File: src/rtl/hdlc_tx_pkg.sv
package hdlc_tx_pkg;

  localparam logic [15:0] FCS_POLY_REV = 16'h8408;
  localparam logic [15:0] FCS_PRESET   = 16'hFFFF;

  typedef enum logic [1:0] {
    OK_FLAG,
    OK_ABORT,
    OK_DATA,
    OK_FCS
  } oct_kind_t;

  typedef enum logic [1:0] {
    FS_IDLE,
    FS_BODY,
    FS_FCS_LO,
    FS_FCS_HI
  } frm_state_t;

  // Advance the reflected CRC register over one byte, least significant bit first.
  function automatic logic [15:0] fcs_byte_step(input logic [15:0] crc_in,
                                                input logic [7:0]  d);
    logic [15:0] c;
    logic        fb;
    c = crc_in;
    for (int i = 0; i < 8; i++) begin
      fb = c[0] ^ d[i];
      c  = {1'b0, c[15:1]};
      if (fb) c = c ^ FCS_POLY_REV;
    end
    return c;
  endfunction

  // Octet kinds that take part in zero insertion.
  function automatic logic is_stuffable(input oct_kind_t k);
    return (k == OK_DATA) || (k == OK_FCS);
  endfunction

endpackage

File: src/rtl/hdlc_tx_fcs.sv
module hdlc_tx_fcs
  import hdlc_tx_pkg::*;
(
  input  logic        clk,
  input  logic        rst_n,
  input  logic        upd,
  input  logic        start,
  input  logic [7:0]  din,
  output logic [15:0] crc
);

  logic [15:0] seed;

  assign seed = start ? FCS_PRESET : crc;

  always_ff @(posedge clk) begin
    if (!rst_n)   crc <= FCS_PRESET;
    else if (upd) crc <= fcs_byte_step(seed, din);
  end

endmodule

File: src/rtl/hdlc_tx_seq.sv
module hdlc_tx_seq
  import hdlc_tx_pkg::*;
#(
  parameter logic [7:0] FLAG_PAT  = 8'h7E,
  parameter logic [7:0] ABORT_PAT = 8'hFF
) (
  input  logic        clk,
  input  logic        rst_n,
  input  logic        need_oct,
  input  oct_kind_t   cur_kind,
  input  logic        fifo_empty,
  input  logic        fifo_sof,
  input  logic        fifo_eof,
  input  logic [7:0]  fifo_data,
  input  logic        fcs_en,
  input  logic        abort_req,
  input  logic [15:0] crc,
  output logic [7:0]  ld_byte,
  output oct_kind_t   ld_kind,
  output logic        fifo_rd,
  output logic        crc_upd,
  output logic        crc_start,
  output frm_state_t  st,
  output logic        abort_pend
);

  frm_state_t st_n;
  logic       fcs_q, fcs_n;
  logic       take, rd_raw;

  always_comb begin
    ld_byte   = FLAG_PAT;
    ld_kind   = OK_FLAG;
    rd_raw    = 1'b0;
    take      = 1'b0;
    crc_start = 1'b0;
    st_n      = st;
    fcs_n     = fcs_q;
    if (abort_pend) begin
      ld_byte = ABORT_PAT;
      ld_kind = OK_ABORT;
      st_n    = FS_IDLE;
    end else begin
      unique case (st)
        FS_IDLE: begin
          if (!fifo_empty) begin
            if (!fifo_sof) begin
              rd_raw = 1'b1;                  // stray byte outside a message
            end else if (cur_kind == OK_FLAG) begin
              take      = 1'b1;
              crc_start = 1'b1;
              fcs_n     = fcs_en;             // mode fixed for the whole frame
            end
          end
        end
        FS_BODY: begin
          if (fifo_empty) begin
            ld_byte = ABORT_PAT;
            ld_kind = OK_ABORT;
            st_n    = FS_IDLE;
          end else begin
            take = 1'b1;
          end
        end
        FS_FCS_LO: begin
          ld_byte = ~crc[7:0];
          ld_kind = OK_FCS;
          st_n    = FS_FCS_HI;
        end
        FS_FCS_HI: begin
          ld_byte = ~crc[15:8];
          ld_kind = OK_FCS;
          st_n    = FS_IDLE;
        end
      endcase
      if (take) begin
        ld_byte = fifo_data;
        ld_kind = OK_DATA;
        rd_raw  = 1'b1;
        if (!fifo_eof)  st_n = FS_BODY;
        else if (fcs_n) st_n = FS_FCS_LO;
        else            st_n = FS_IDLE;
      end
    end
  end

  assign fifo_rd = need_oct & rd_raw;
  assign crc_upd = need_oct & take;

  always_ff @(posedge clk) begin
    if (!rst_n) begin
      st         <= FS_IDLE;
      fcs_q      <= 1'b0;
      abort_pend <= 1'b0;
    end else begin
      if (need_oct) begin
        st    <= st_n;
        fcs_q <= fcs_n;
      end
      if (abort_req)     abort_pend <= 1'b1;
      else if (need_oct) abort_pend <= 1'b0;
    end
  end

endmodule

File: src/rtl/hdlc_tx_ser.sv
module hdlc_tx_ser
  import hdlc_tx_pkg::*;
#(
  parameter int RUN_LEN = 5
) (
  input  logic       clk,
  input  logic       rst_n,
  input  logic       bit_req,
  input  logic [7:0] ld_byte,
  input  oct_kind_t  ld_kind,
  output logic       need_oct,
  output logic       stuff_now,
  output oct_kind_t  cur_kind,
  output logic       tx_bit,
  output logic       tx_vld
);

  localparam int OW = 8;
  localparam int CW = $clog2(OW);
  localparam int RW = $clog2(RUN_LEN + 1);

  logic [OW-1:0] sh;
  logic [CW-1:0] cnt;
  logic [RW-1:0] ones;
  logic          run_full;
  oct_kind_t     emit_kind;
  logic          emit_bit;

  assign run_full  = (ones == RW'(RUN_LEN));
  assign stuff_now = bit_req & run_full;
  assign need_oct  = bit_req & ~run_full & (cnt == '0);
  assign emit_kind = need_oct ? ld_kind : cur_kind;

  always_comb begin
    if (run_full)      emit_bit = 1'b0;
    else if (need_oct) emit_bit = ld_byte[0];
    else               emit_bit = sh[0];
  end

  always_ff @(posedge clk) begin
    if (!rst_n) begin
      sh       <= '0;
      cnt      <= '0;
      ones     <= '0;
      cur_kind <= OK_ABORT;   // no flag sent yet: forces a flag first
      tx_bit   <= 1'b0;
      tx_vld   <= 1'b0;
    end else begin
      tx_vld <= bit_req;
      if (bit_req) begin
        tx_bit <= emit_bit;
        if (run_full) begin
          ones <= '0;
        end else begin
          if (need_oct) begin
            sh       <= {1'b0, ld_byte[OW-1:1]};
            cnt      <= CW'(OW - 1);
            cur_kind <= ld_kind;
          end else begin
            sh  <= {1'b0, sh[OW-1:1]};
            cnt <= cnt - CW'(1);
          end
          if (is_stuffable(emit_kind) && emit_bit) ones <= ones + RW'(1);
          else                                     ones <= '0;
        end
      end
    end
  end

endmodule

File: src/rtl/hdlc_tx_framer.sv
module hdlc_tx_framer
  import hdlc_tx_pkg::*;
#(
  parameter int         RUN_LEN   = 5,
  parameter logic [7:0] FLAG_PAT  = 8'h7E,
  parameter logic [7:0] ABORT_PAT = 8'hFF
) (
  input  logic       clk,
  input  logic       rst_n,
  input  logic       fcs_en,
  input  logic       abort_req,
  input  logic       bit_req,
  input  logic       fifo_empty,
  input  logic       fifo_sof,
  input  logic       fifo_eof,
  input  logic [7:0] fifo_data,
  output logic       fifo_rd,
  output logic       tx_bit,
  output logic       tx_vld
);

  logic        need_oct;
  logic        stuff_now;
  oct_kind_t   cur_kind;
  logic [7:0]  ld_byte;
  oct_kind_t   ld_kind;
  logic        crc_upd, crc_start;
  logic [15:0] crc_q;
  frm_state_t  st;
  logic        abort_pend;

  hdlc_tx_seq #(
    .FLAG_PAT  (FLAG_PAT),
    .ABORT_PAT (ABORT_PAT)
  ) u_seq (
    .clk        (clk),
    .rst_n      (rst_n),
    .need_oct   (need_oct),
    .cur_kind   (cur_kind),
    .fifo_empty (fifo_empty),
    .fifo_sof   (fifo_sof),
    .fifo_eof   (fifo_eof),
    .fifo_data  (fifo_data),
    .fcs_en     (fcs_en),
    .abort_req  (abort_req),
    .crc        (crc_q),
    .ld_byte    (ld_byte),
    .ld_kind    (ld_kind),
    .fifo_rd    (fifo_rd),
    .crc_upd    (crc_upd),
    .crc_start  (crc_start),
    .st         (st),
    .abort_pend (abort_pend)
  );

  hdlc_tx_fcs u_fcs (
    .clk   (clk),
    .rst_n (rst_n),
    .upd   (crc_upd),
    .start (crc_start),
    .din   (fifo_data),
    .crc   (crc_q)
  );

  hdlc_tx_ser #(
    .RUN_LEN (RUN_LEN)
  ) u_ser (
    .clk       (clk),
    .rst_n     (rst_n),
    .bit_req   (bit_req),
    .ld_byte   (ld_byte),
    .ld_kind   (ld_kind),
    .need_oct  (need_oct),
    .stuff_now (stuff_now),
    .cur_kind  (cur_kind),
    .tx_bit    (tx_bit),
    .tx_vld    (tx_vld)
  );

endmodule

File: config.mk
export PLATFORM = sky130hd
export DESIGN_NAME = hdlc_tx_framer
export DESIGN_NICKNAME = d
export VERILOG_FILES = /design/src/rtl/hdlc_tx_pkg.sv /design/src/rtl/hdlc_tx_fcs.sv /design/src/rtl/hdlc_tx_seq.sv /design/src/rtl/hdlc_tx_ser.sv /design/src/rtl/hdlc_tx_framer.sv
export SDC_FILE = /design/constraint.sdc
export NUM_CORES = 1
export LEC_CHECK = 0
export BUFFER_PORTS_ARGS = -buffer_cell sky130_fd_sc_hd__buf_2
export CAP_MARGIN = 0
export CORE_ASPECT_RATIO = 2
export CORE_MARGIN = 4
export CORE_UTILIZATION = 54
export DETAILED_ROUTE_END_ITERATION = 10
export GPL_ROUTABILITY_DRIVEN = 0
export GPL_TIMING_DRIVEN = 0
export HOLD_SLACK_MARGIN = 0.12
export PLACE_DENSITY = 0.84
export SYNTH_ARGS = -nofsm -noshare
export SYNTH_HDL_FRONTEND = slang
export SYNTH_SLANG_ARGS = --single-unit
File: constraint.sdc
create_clock -name clk -period 2.2 [get_ports clk]
set_input_delay 0.22 -clock clk [delete_from_list [all_inputs] [get_ports clk]]
set_output_delay 0.22 -clock clk [all_outputs]
set_load 0.1 [all_outputs]
# --- Yosys cells after proc, flatten, opt, wreduce, memory -nomap -nowiden ---
# Cells that the tools add are included.
word_totals:
  inputBits: 16
  register_bits: 38
op_classes:
  mux: 65
  bitwise_logic: 24
  n_reduce_logical: 11
  eq_ne: 7
  n_addsub: 2
op_table:
  columns: ["operator", "count"]
  rows:
  - ["16-bit 2-to-1 mux", 23]
  - ["8-bit 2-to-1 mux", 3]
  - ["2-bit inverter with 3-bit output", 8]
  - ["8-bit one-hot mux with 3 select lines", 1]
  - ["1-bit 2-to-1 mux", 23]
  - ["2-bit 2-to-1 mux", 8]
  - ["8-bit inverter", 2]
  - ["3-bit 2-to-1 mux", 3]
  - ["2-bit equality test (second input constant)", 4]
  - ["1-bit bitwise XOR", 8]
  - ["7-bit 2-to-1 mux", 1]
  - ["2-bit one-hot mux with 3 select lines", 1]
  - ["5-bit nonzero test", 1]
  - ["1-bit AND", 4]
  - ["2-bit logical NOT", 2]
  - ["4-bit by 2-bit inequality test with 1-bit output (second input constant)", 1]
  - ["2-bit one-hot mux with 2 select lines", 1]
  - ["2-bit AND reduction", 2]
  - ["3-bit by 1-bit adder with 3-bit output (second input constant)", 1]
  - ["3-bit equality test (second input constant)", 1]
  - ["3-bit logical NOT", 1]
  - ["3-bit AND reduction", 1]
  - ["3-bit by 1-bit subtractor with 3-bit output (second input constant)", 1]
  - ["2-bit by 1-bit equality test with 1-bit output (second input constant)", 1]
  - ["other kinds (6)", 7]

# --- Depth between registers and ports, before layout ---
# Gate-level depths: netlist of the first run.
depth:
  word_depth: 37
  depth_mapped: 10

# --- By module ---
# From an unflattened synthesis of the first run, not the netlist that was laid out.
unflattened:
  cells_unflattened: 269
  area_unflattened_um2: 2366.0
modules_own_cells:
  columns: ["module", "area_per_inst_um2", "seq_area_each_um2", "cells_per_inst", "instances"]
  rows:
  - ["hdlc_tx_fcs", 1033.5, 320.3, 111, 1]
  - ["hdlc_tx_ser", 813.3, 340.3, 96, 1]
  - ["hdlc_tx_seq", 519.2, 80.1, 62, 1]

# --- Worst setup path before layout of the first run ---
# OpenSTA, ideal clock, no wires.
synth_timing:
  kind: "register to output"
  startpoint: "register u_ser.ones[1]"
  endpoint: "output port fifo_rd"
  arrival_ns: 1.874
  setup_slack_ns: 0.106
  stages_incl_launch_ff: 6
  path_buffers: 0
  required_time_ns: 1.980
  cell_sequence: "dfxtp_1 -> inv_1 -> ha_1 -> a21bo_2 -> nor3_1 -> o311a_1"
synth_between:
  elab_chain_cells: 5
synth_lines:
  columns: ["item", "line", "source"]
  rows:
  - ["start: declaration", "hdlc_tx_ser.sv:24", "logic [RW-1:0] ones;"]
  - ["start signal: assignment", "hdlc_tx_ser.sv:63", "if (is_stuffable(emit_kind) && emit_bit) ones <= ones + RW'(1);"]
  - ["3-bit equality test", "hdlc_tx_ser.sv:29", "assign run_full = (ones == RW'(RUN_LEN));"]
  - ["1-bit inverter (no line)", null, null]
  - ["1-bit AND (2 in a row)", "hdlc_tx_ser.sv:31", "assign need_oct = bit_req & ~run_full & (cnt == '0);"]
  - ["1-bit AND", "hdlc_tx_seq.sv:87", "assign fifo_rd = need_oct & rd_raw;"]
  - ["end: declaration", "hdlc_tx_framer.sv:17", "output logic fifo_rd,"]
# Every way passes these cells.

# --- Worst setup path in the final report of the first run ---
layout_timing:
  startpoint: "register u_ser.ones[0]"
  endpoint: "register u_fcs.crc[3]"
layout_between:
  elab_chain_cells: 5
layout_lines:
  columns: ["item", "line", "source"]
  rows:
  - ["3-bit equality test", "hdlc_tx_ser.sv:29", null]
  - ["1-bit inverter (no line)", null, null]
  - ["1-bit AND (2 in a row)", "hdlc_tx_ser.sv:31", null]
  - ["1-bit AND", "hdlc_tx_seq.sv:88", "assign crc_upd = need_oct & take;"]
  - ["end signal: assignment", "hdlc_tx_fcs.sv:18", "else if (upd) crc <= fcs_byte_step(seed, din);"]
  - ["end: declaration", "hdlc_tx_fcs.sv:9", "output logic [15:0] crc"]
# Every way passes these cells.
# A chain may end at the register's enable or synchronous reset.

==> results of run 1 <==
==> cell usage after synthesis, types with 7 or more instances <==
| cell type | number | area [um2] |
|---|---|---|
| xnor2_1 | 32 | 280 |
| nor2_1 | 20 | 75.1 |
| a21boi_0 | 11 | 82.6 |
| clkbuf_1 | 13 | 48.8 |
| nor2b_1 | 10 | 62.6 |
| xor2_1 | 8 | 70.1 |
| inv_1 | 7 | 26.3 |
| a21oi_1 | 7 | 35.0 |
| o211ai_2 | 16 | 200 |
| dfxtp_1 | 37 | 741 |
| nand2_1 | 30 | 113 |
| o21ai_0 | 8 | 40.0 |
==> path summary, 6_finish.rpt <==
check             cells after the start  slack, ns                            end
setup / recovery                      9       0.08      u_fcs.crc[3]$_SDFFE_PN1P_
hold / removal                        3       0.18  u_seq.abort_pend$_SDFFE_PN0P_
setup reg to reg                      9       0.08      u_fcs.crc[3]$_SDFFE_PN1P_
hold reg to reg                       2       0.46       u_ser.sh[5]$_SDFFE_PN0P_
==> sequential cells by signal (all words and copies together), names as in the netlist <==
| name | cells |
|---|---|
| u_ser.sh | 7 |
| u_seq.fcs_q | 1 |
| u_seq.abort_pend | 1 |
| u_ser.cnt | 3 |
| u_ser.ones | 3 |
| u_ser.cur_kind | 2 |
| u_seq.st | 2 |
| u_ser.tx_vld | 1 |
| u_fcs.crc | 16 |
| u_ser.tx_bit | 1 |
==> timing repair <==
action,CTS,global route
endpoints found under the setup margin,2,15
gates cloned,0,0
pin swaps,1,1
endpoints found under the hold margin,0,0
resized for setup,2,6
setup buffers,1,1
==> power groups by stage <==
stage,Clock (mW),Combinational (mW),Sequential [mW]
final,0.462,0.260,0.710
after global routing,0.496,0.285,0.712
after CTS,0.475,0.258,0.710
after detailed placement,0,0.255,0.725
after global placement,0,0.251,0.724
after floorplan,0,0.172,0.740
==> critical path: cells and delay by family (launching register included) <==
family | cells | cell delay, ns
AOI/OAI and AO/OA | 2 | 0.30
DFF | 1 | 0.34
adders and majority gates | 1 | 0.22
buffers and inverters | 3 | 0.42
and+or+nand+nor | 3 | 0.67
==> through the flow <==
| step | util | area (um2) | hold slack, ns | setup slack [ns] |
|---|---|---|---|---|
| finish | 0.631 | 2610 | 0.178 | 0.0809 |
| global route | 0.631 | 2610 | 0.208 | -0.00547 |
| CTS | 0.626 | 2580 | 0.175 | 0.00324 |
| detailed placement | 0.603 | 2490 | 0.460 | -0.00182 |
| global placement | 0.603 | 2490 | 0.449 | 0.0450 |
| floorplan | - | 2340 | 0.342 | 0.106 |
==> routing by layer <==
metal,vias to the layer above,wire length [um],share of wire
met5,-,0,0
met3,21,158,0.029
li1,970,-,-
met2,41,3120,0.57
met1,965,1980,0.36
met4,0,240,0.044
==> cells in the final DEF (no fill, tap or decap), types with 5 or more instances in the layout <==
cell type   n
a21boi_0   11
a21oi_1     7
a2bb2oi_1   6
buf_2      17
buf_6       5
clkbuf_1   16
clkbuf_8    5
dfxtp_1    36
inv_1       7
mux2_2      6
nand2_1    29
nor2_1     19
nor2b_1    10
o211ai_2   16
o21ai_0     8
o221ai_1    6
xnor2_1    32
xor2_1      8
==> cell type report <==
type	instances	area, um2
fillers	386	1520
multi-input cells	201	1470
flip-flops and latches	37	742
plain buffers	20	118
repair buffers	19	103
clock buffers	8	80.1
well taps	52	65.1
inverters	7	26.3
==> cells by family (layout without fill, tap and decap cells) <==
kind of cell / after synthesis / in the layout / synth area share
buffers and inverters: 27 / 54 / 0.0588
adder cells (fa/ha/maj): 4 / 4 / 0.0214
multiplexers: 7 / 7 / 0.0332
XOR/XNOR: 40 / 40 / 0.150
AND/OR/NAND/NOR: 83 / 83 / 0.178
AO/OA/AOI/OAI: 67 / 67 / 0.243
flip-flops: 37 / 37 / 0.317
==> summary.md, run 1 <==
| Metric | Value |
|---|---|
| Synth Register Bits | 37 |
| Hold crit path type | primary input to register |
| Power density over cell area | approximately 550 nW/um2 |
| Worst EP arrival | 2.26 ns |
| Synth async-reset ratio | 0 |
| DR pass1 iterations | 4 |
| Dpl hpwl | 4.25 mm |
| Average size of a mapped cell | 8.83 um2 |
| LEAKAGE | between 1 and 1.5 nW |
| Die X | 54.5 um |
| Busiest grt layer | met2 |
| 1st-iter DRT viols | 29 |
| CTS Sinks | 37 |
| Max-cap violations | 0 |
| Number of vias per cell | between 5 and 6 |
| Post-synth EDFFs | 0 |
| Core Box Area | 4130 um2 |
| Total gr overflow | 0 |
| Initial antenna violation count | 0 |
| Htree depth | 2 |
| Diodes inserted | 0 |
| Post-Syn Instances | around 270 |
| Critical path fanouts, max | 10 |
| Critical path data required time | 2.34 ns |
| Hold Fails Final Rpt | 0 |
| Synthesized area | between 2000 and 2500 um2 |
| Worst hold start | abort_req |
| Cell variety after synth | 45 |
| Yosys warns | 0 |
| Placed insts | 334 |
| Layout cell share with drive strength beyond 1 | 0.202 |
| Tightest Pin Transition | between 0.7 and 0.8 ns |
| RSZ-0062 raised after global routing | yes |
| Run status | completed |
| Pwr Total | ~1.4 mW |
| R2r startpoint | u_ser.ones[0]$_SDFFE_PN0P_ |
| Worst-path cell chain | ha_1 -> a21bo_2 -> or3_1 -> buf_6 -> or2_1 -> buf_6 -> buf_6 -> nand2_1 -> o211ai_2 |
| Relative slew slack | 0.519 |
| First-pass GRT wire length | 9.45 mm |
| Routed WL | 5.49 mm |
| DR vias | 1,997 |
| Initial Util | 0.567 |
| Switching power | 413 uW |
| # rows | 33 |
| Sequential power share | 0.496 |
| Start point of the critical path | u_ser.ones[0]$_SDFFE_PN0P_ |
| CTS clk-pin slew, worst paths | around 0.07 ns |
| Final cell count without fillers | 344 |
| CTS Buffer Depth | 2 |
| Setup_tns | 0 ns |
| Largest net degree at the start of global routing | 11 |
| I/O Buffers | 17 |
| Hold-fix buffers at CTS | 0 |
| Register area share after synthesis | 0.317 |
| Sw frac | 0.288 |
| Setup CP Type | register to register |
| Min Tclk post-route | approximately 2.1 ns |
| I/O pin count | 19 |
| Root buffer selected by CTS | clkbuf_8 |
| Slowest stage delay, CP | between 0.3 and 0.4 ns |
| Drc violations | 0 |
| CTS tree | built |
| Gate power share | 0.181 |
| Vias in the first global route | roughly 2,100 |
| Area Overhead vs Synth | 11.3% |
| Global-route track usage on met2 | 0.423 |
| Slew Limit Fails | 0 |
| CP max stage cell | or3_1 |
| Net Count, Synth | 285 |
| F_max | 472 MHz |
| Met1 Use GR | 0.225 |
| Avg WL per Cell | 16.0 um |
| CP Launch Type | register |
| Final setup fails | 0 |
| Peak supply drop | approximately 0.43 mV |
| GR Util All Layers | 0.231 |
| Clk Latency, worst-skew pair | just under 0.3 ns |
| CP Capture Type | register |
| M3 GR Usage | 0.0444 |
| Crit-path most repeated cell | buf_6 |
| Fin nets | ~310 |
| Main synth FF type | dfxtp_1 |
| Clock group share of total power | 0.323 |
| DRT antenna net count | 0 |
| Num CTS Buffers | 5 |
| Die ar. | between 5000 and 6000 um2 |
| Die height | a little over 100 um |
| Final period utilization | 0.963 |
| Clock skew | between 0.006 and 0.007 ns |
| P_int | slightly above 1 mW |
No activity file was read; power rests on OpenSTA's default activity.
==> run 2: changes to the inputs <==
clock period = 1.8 ns   (was 2.2 ns; I/O delays follow)
==> run 2 against run 1 <==
The run now ends with negative setup slack left. Clock skew decreased by 0.00061 ns. Worst hold slack got worse by 0.054 ns. Wire length increased by 3.0%. Utilization increased by 4.2 points. Sequential share of layout area decreased by 1.5 points. Count of clock-buffer cells in the layout decreased by 1. Sequential power increased by 23%. Setup slack got worse by 0.26 ns. Global-route usage about the same. Cell count increased by 0.29%.
==> summary.md, run 2 (synthesized netlist as in run 1, its figures left out) <==
| Metric | Value |
|---|---|
| Buffers & Inverters on Critical Path | 2 (-1) |
| Root buffer selected by CTS | clkbuf_8 |
| Slew Limit Fails | 0 (unchanged) |
| DR vias | 1,997 (unchanged) |
| Avg WL per Cell | 16.4 um (+2.7%) |
| FILL cells | 354 (-8.3%) |
| Fin nets | 312 (+0.32%) |
| Die ar. | 5510 um2 (unchanged) |
| F_max | 506 MHz |
| CP Launch Type | register |
| Top reg by flops | u_fcs.crc |
| Diodes inserted | 0 (unchanged) |
| Area post-placement | 2530 um2 (+1.5%) |
| Drc violations | 0 (unchanged) |
| Number of vias per cell | 5.79 (-0.29%) |
| Final setup fails | 18 (+18) |
| # rows | 33 (unchanged) |
| Worst EP arrival | 1.79 ns (-0.47 ns) |
| Most common cell after layout, fill and taps aside | dfxtp_1 |
| Die X | 54.5 um (unchanged) |
| Dpl hpwl | 4.21 mm (-0.94%) |
| CTS Buffer Depth | 2 (unchanged) |
| RSZ-0062 raised after global routing | yes |
| Layout cell share with drive strength beyond 1 | 0.331 (+0.129) |
| I/O Buffers | 17 (unchanged) |
| Final period utilization | 1.10 |
| CTS Sinks | 37 (unchanged) |
| Run status | finished with violations |
| Clock skew | 0.00577 ns (-0.000615 ns) |
| Htree depth | 2 (unchanged) |
| CP max stage cell | dfxtp_2 |
| Initial Util | 0.567 (unchanged) |
| I/O pin count | 19 (unchanged) |
| Max FFs per register | 16 (unchanged) |
| Initial antenna violation count | 0 (unchanged) |
| Violated checks | negative setup slack |
| Routed WL | 5.65 mm (+3.0%) |
| DRT antenna net count | 0 (unchanged) |
| Worst-path cell chain | inv_2 -> ha_4 -> a21bo_2 -> nor3_2 -> o311a_2 -> buf_6 |
| 1st-iter DRT viols | 46 (+59%) |
| CTS tree | built |
| Relative slew slack | 0.497 (-0.0221) |
| Final Cell Area | 2780 um2 (+6.6%) |
| Num CTS Buffers | 5 (unchanged) |
| Die height | 101 um (unchanged) |
| Hold crit path type | primary input to register |
| DR pass1 iterations | 4 (unchanged) |
| Core Box Area | 4130 um2 (unchanged) |
| Clk Latency, worst-skew pair | 0.29 ns (about the same) |
| Power density over cell area | 670 nW/um2 (+22%) |
| Setup CP Type | register to output port |
| Critical path fanouts, max | 3 (-7) |
| Top delay family on crit path | compound AO/OA/AOI/OAI gates |
| Slowest stage delay, CP | 0.34 ns (-0.02 ns) |
| Peak supply drop | 0.769 mV (+81%) |
| Vias in the first global route | 2,006 (-5.4%) |
| Tightest Pin Transition | 0.755 ns (+0.0379 ns) |
| GR Util All Layers | 0.231 (about the same) |
| Setup ws final | -0.175 ns (-0.256 ns) |
| First-pass GRT wire length | 9.29 mm (-1.7%) |
| Critical path data required time | 1.62 ns (-0.72 ns) |
| Most frequent cells in the layout | 33 x dfxtp_1, 32 x xnor2_1, 17 x buf_2, 17 x nor2_1 |
| Total gr overflow | 0 (unchanged) |
| Hold Fails Final Rpt | 0 (unchanged) |
| Max-cap violations | 0 (unchanged) |
| Min Tclk post-route | approximately 2 ns |
| Largest net degree at the start of global routing | 12 (+1) |
| Biggest registers after layout | u_fcs.crc (16), u_ser.sh (7) |
| CTS clk-pin slew, worst paths | 0.07 ns (about the same) |
| Post-layout util | 0.672 (+0.0415) |
| LEAKAGE | 1.14 nW (+4.4%) |
| Area Overhead vs Synth | 18.7% |
| CP Capture Type | output port |
==> run 2: path summary, 6_finish.rpt <==
kind	start	endpoint	slack, ns	cells past startpoint
setup reg to reg	u_ser.ones[1]$_SDFFE_PN0P_	u_fcs.crc[8]$_SDFFE_PN1P_	-0.15	9
hold / removal	abort_req	u_seq.abort_pend$_SDFFE_PN0P_	0.12	3
hold reg to reg	u_ser.sh[4]$_SDFFE_PN0P_	u_ser.sh[4]$_SDFFE_PN0P_	0.47	2
setup / recovery	u_ser.ones[1]$_SDFFE_PN0P_	fifo_rd	-0.17	6
==> run 2: layer usage <==
metal	GRT usage	routed length, um	vias up
met5	0	0	-
met1	0.222	1960	972
li1	-	-	970
met4	0.106	104	0
met3	0.0370	195	10
met2	0.440	3390	45
==> run 2: power by group <==
part / internal, mW / switching, mW
Sequential: 0.847 / 0.0242
Combinational: 0.141 / 0.206
Clock: 0.346 / 0.295
Total: 1.33 / 0.525
==> run 2: through the flow <==
stage          cells  setup slack [ns]  power (mW)  setup TNS, ns  hold WS, ns
6_report         345            -0.175        1.86          -2.21        0.123
5_1_grt          345            -0.233        1.93          -3.61        0.141
4_1_cts          346            -0.176        1.86          -2.56        0.123
3_5_place_dp     334            -0.323        1.20          -5.70        0.421
3_3_place_gp     334            -0.317        1.19          -5.52        0.415
2_1_floorplan    265            -0.103        1.12          -1.32        0.302
==> run 2: what timing repair did <==
| item | CTS | global route |
|---|---|---|
| pin swaps | 2 | 4 |
| gates cloned | 0 | 0 |
| setup buffers | 4 | 1 |
| endpoints found under the setup margin | 29 | 29 |
| hold endpoints to repair | 0 | 0 |
| hold buffers | 0 | 0 |
| resized for setup | 20 | 22 |
==> run 2: area by class of cell <==
| class | count | area, um2 | share of cell area |
|---|---|---|---|
| inverter | 7 | 26.3 | 0.00946 |
| buffer | 18 | 129 | 0.0464 |
| clock buffer | 7 | 96.3 | 0.0347 |
| clock inverter | 1 | 5.00 | 0.00180 |
| timing repair buffer | 22 | 133 | 0.0478 |
| multi-input combinational | 201 | 1570 | 0.567 |
| sequential | 37 | 748 | 0.269 |
| tap | 52 | 65.1 | 0.0234 |
==> run 2: worst reg2reg max path, delay by kind of cell (launching register included) <==
family	cells	cell delay (ns)
and+or+nand+nor	3	0.70
DFF	1	0.34
buffers and inverters	3	0.32
AOI/OAI and AO/OA	2	0.29
adders and majority gates	1	0.14
==> run 3: changes to the inputs <==
CORE_UTILIZATION = 58   (was 54)
PLACE_DENSITY = 0.86   (was 0.84)
SKIP_LAST_GASP = 1   (was unset)
clock period = 2.2 ns   (was 1.8 ns; I/O delays follow)
==> run 3 against run 2 <==
The run now ends clean. Combinational power decreased by 23%. Power decreased by 15%. Count of clock-buffer cells in the layout decreased by 2. Worst hold slack improved by 0.029 ns. Register-to-register slack improved by 0.25 ns. First-iteration DRC count increased by 28%. Utilization increased by 1.2 points. Via count increased by 1.7%. Global-route usage increased by 2.1 points. Non-clock buffer count decreased by 1. Die area decreased by 6.1%. Sequential share of layout area increased by 0.97 points. Critical path type is now register to register. Critical endpoint is now u_fcs.crc[11]$_SDFFE_PN1P_. Largest cell class unchanged.
==> summary.md, run 3 (synthesized netlist as in run 1, its figures left out) <==
| Metric | Value |
|---|---|
| CTS Sinks | 37 (unchanged) |
| Relative slew slack | 0.521 (+0.0240) |
| Vias in the first global route | 2,156 (+7.5%) |
| Dpl ws | 0.0189 ns (+0.342 ns) |
| CTS Buffer Depth | 2 (unchanged) |
| Clock skew | 0.0114 ns (+0.00558 ns) |
| DR pass1 iterations | 4 (unchanged) |
| Worst-path cell chain | inv_1 -> ha_2 -> a21bo_2 -> or3_4 -> buf_6 -> or2_1 -> buf_6 -> buf_8 -> nand2_1 -> o211ai_2 |
| Run status | completed |
| Drc violations | 0 (unchanged) |
| GR Util All Layers | 0.251 (+0.0205) |
| Pwr Total | 1.58 mW (-15%) |
| Root buffer selected by CTS | clkbuf_8 |
| LEAKAGE | 1.11 nW (-2.7%) |
| CP max stage cell | or3_4 |
| Top reg by flops | u_fcs.crc |
| Initial Util | 0.602 (+0.0358) |
| Setup ws final | 0.0967 ns (+0.271 ns) |
| Fin nets | 311 (-0.32%) |
| Layout cell share with drive strength beyond 1 | 0.229 (-0.102) |
| First-pass GRT wire length | 9.87 mm (+6.2%) |
| Reg2Reg Setup Slack | 0.1 ns (+0.25 ns) |
| Switching power | 448 uW (-15%) |
| I/O Buffers | 17 (unchanged) |
| F_max | between 400 and 500 MHz |
| Clk Latency, worst-skew pair | 0.30 ns (about the same) |
| Power density over cell area | 596 nW/um2 (-11%) |
| Peak supply drop | 0.525 mV (-32%) |
| Htree depth | 2 (unchanged) |
| Setup CP Type | register to register |
| Most frequent cells in the layout | 36 x dfxtp_1, 32 x xnor2_1, 27 x nand2_1, 20 x nor2_1, 17 x buf_2 |
| Routed WL | 5.68 mm (+0.55%) |
| Die X | 52.9 um (-3.0%) |
| Tightest Pin Transition | 0.719 ns (-0.0360 ns) |
| # rows | 32 (-3.0%) |
| Slew Limit Fails | 0 (unchanged) |
| Dpl hpwl | 4.15 mm (-1.4%) |
| CTS clk-pin slew, worst paths | 0.08 ns (about the same) |
| Largest net degree at the start of global routing | 14 (+2) |
| Setup_tns | 0 ns (+2.21 ns) |
| Worst hold start | abort_req |
| Gate power share | 0.169 (-0.018) |
| Total gr overflow | 0 (unchanged) |
| P_int | 1.14 mW (-15%) |
| Max-cap violations | 0 (unchanged) |
| RSZ-0062 raised after global routing | no |
| Min Tclk post-route | approximately 2.1 ns |
| Final period utilization | 0.956 |
| Slowest stage delay, CP | 0.36 ns (+0.02 ns) |
| DRT antenna net count | 0 (unchanged) |
| Most common cell after layout, fill and taps aside | dfxtp_1 |
| Placed insts | 333 (-0.30%) |
| CP Capture Type | register |
| Final setup fails | 0 (-18) |
| Number of vias per cell | 5.92 (+2.3%) |
| Diodes inserted | 0 (unchanged) |
| R2r startpoint | u_ser.ones[1]$_SDFFE_PN0P_ |
| Hold crit path type | primary input to register |
| CTS tree | built |
| Clock group share of total power | 0.383 (+0.038) |
| Hold Fails Final Rpt | 0 (unchanged) |
| Max FFs per register | 16 (unchanged) |
| Start point of the critical path | u_ser.ones[1]$_SDFFE_PN0P_ |
| I/O pin count | 19 (unchanged) |
| CP Launch Type | register |
| Worst hold margin | 0.153 ns (+0.0293 ns) |
| Avg WL per Cell | 16.6 um (+1.1%) |
| Critical path fanouts, max | 10 (+7) |
| Sequential power share | 0.448 (-0.020) |
| Biggest registers after layout | u_fcs.crc (16), u_ser.sh (7) |
| Critical path data required time | 2.35 ns (+0.73 ns) |
| 1st-iter DRT viols | 59 (+28%) |
| Core Box Area | 3880 um2 (-5.9%) |
| Sw frac | 0.282 (about the same) |
| Die height | 97.8 um (-3.2%) |
| Final cell count without fillers | 343 (-0.58%) |
| FILL cells | 359 (+1.4%) |
| Num CTS Buffers | 5 (unchanged) |
| Area Overhead vs Synth | 13.6% |
| DR vias | 2,031 (+1.7%) |
| Die ar. | 5180 um2 (-6.1%) |
| Worst EP arrival | 2.25 ns (+0.46 ns) |
| Crit-path most repeated cell | buf_6 |
| Initial antenna violation count | 0 (unchanged) |
run 3: cell types whose count changed in the layout (fill, tap and decap cells not counted), moves of 3 or more:
| cell | delta |
|---|---|
| inv_2 | -3 |
| clkbuf_1 | +4 |
| dfxtp_1 | +3 |
| nor2_1 | +3 |
| inv_1 | +3 |
| clkbuf_2 | -3 |
| nand2_2 | -11 |
| nand2_1 | +11 |
run 3: repair_timing:
item / in CTS / in global routing
resized for setup: 3 / 11
hold buffers: 0 / 0
buffers inserted: 0 / 2
setup endpoints to repair: 2 / 21
pin swaps: 0 / 2
run 3: final timing paths:
kind	depth (start not counted)	to
setup / recovery	10	u_fcs.crc[11]$_SDFFE_PN1P_
hold / removal	3	u_seq.abort_pend$_SDFFE_PN0P_
setup reg to reg	10	u_fcs.crc[11]$_SDFFE_PN1P_
hold reg to reg	2	u_ser.sh[0]$_SDFFE_PN0P_
run 3: worst max-delay path, delay by kind of cell, from the launching register on:
| family | cells | cell delay [ns] |
|---|---|---|
| buf+inv | 4 | 0.47 |
| flops | 1 | 0.34 |
| compound gates | 2 | 0.29 |
| fa+ha+maj | 1 | 0.16 |
| simple gates | 3 | 0.67 |
run 3: per-layer routing:
| layer | track usage | share of wire |
|---|---|---|
| met1 | 0.248 | 0.36 |
| met2 | 0.447 | 0.56 |
| met3 | 0.0473 | 0.039 |
| met4 | 0.163 | 0.046 |
| met5 | 0 | 0 |
run 3: area by class of cell:
cell class	count	area [um2]	share of cell area
multi-input combinational	201	1490	0.559
sequential	37	742	0.279
buffer	20	123	0.0461
timing repair buffer	19	103	0.0386
clock buffer	5	68.8	0.0259
tap	51	63.8	0.0240
clock inverter	3	46.3	0.0174
inverter	7	26.3	0.00989
run 3: through the flow:
step / utilization / area [um2]
6_report: 0.684 / 2660
5_1_grt: 0.684 / 2660
4_1_cts: 0.673 / 2610
2_1_floorplan: - / 2340
3_5_place_dp: 0.641 / 2490
3_3_place_gp: 0.641 / 2490
run 3: power by group through the flow:
stage	registers, mW	logic, mW	clock network (mW)
after detailed placement	0.725	0.256	0
final	0.710	0.267	0.607
after CTS	0.710	0.260	0.615
after global routing	0.713	0.292	0.647
after global placement	0.724	0.250	0
after floorplan	0.740	0.172	0
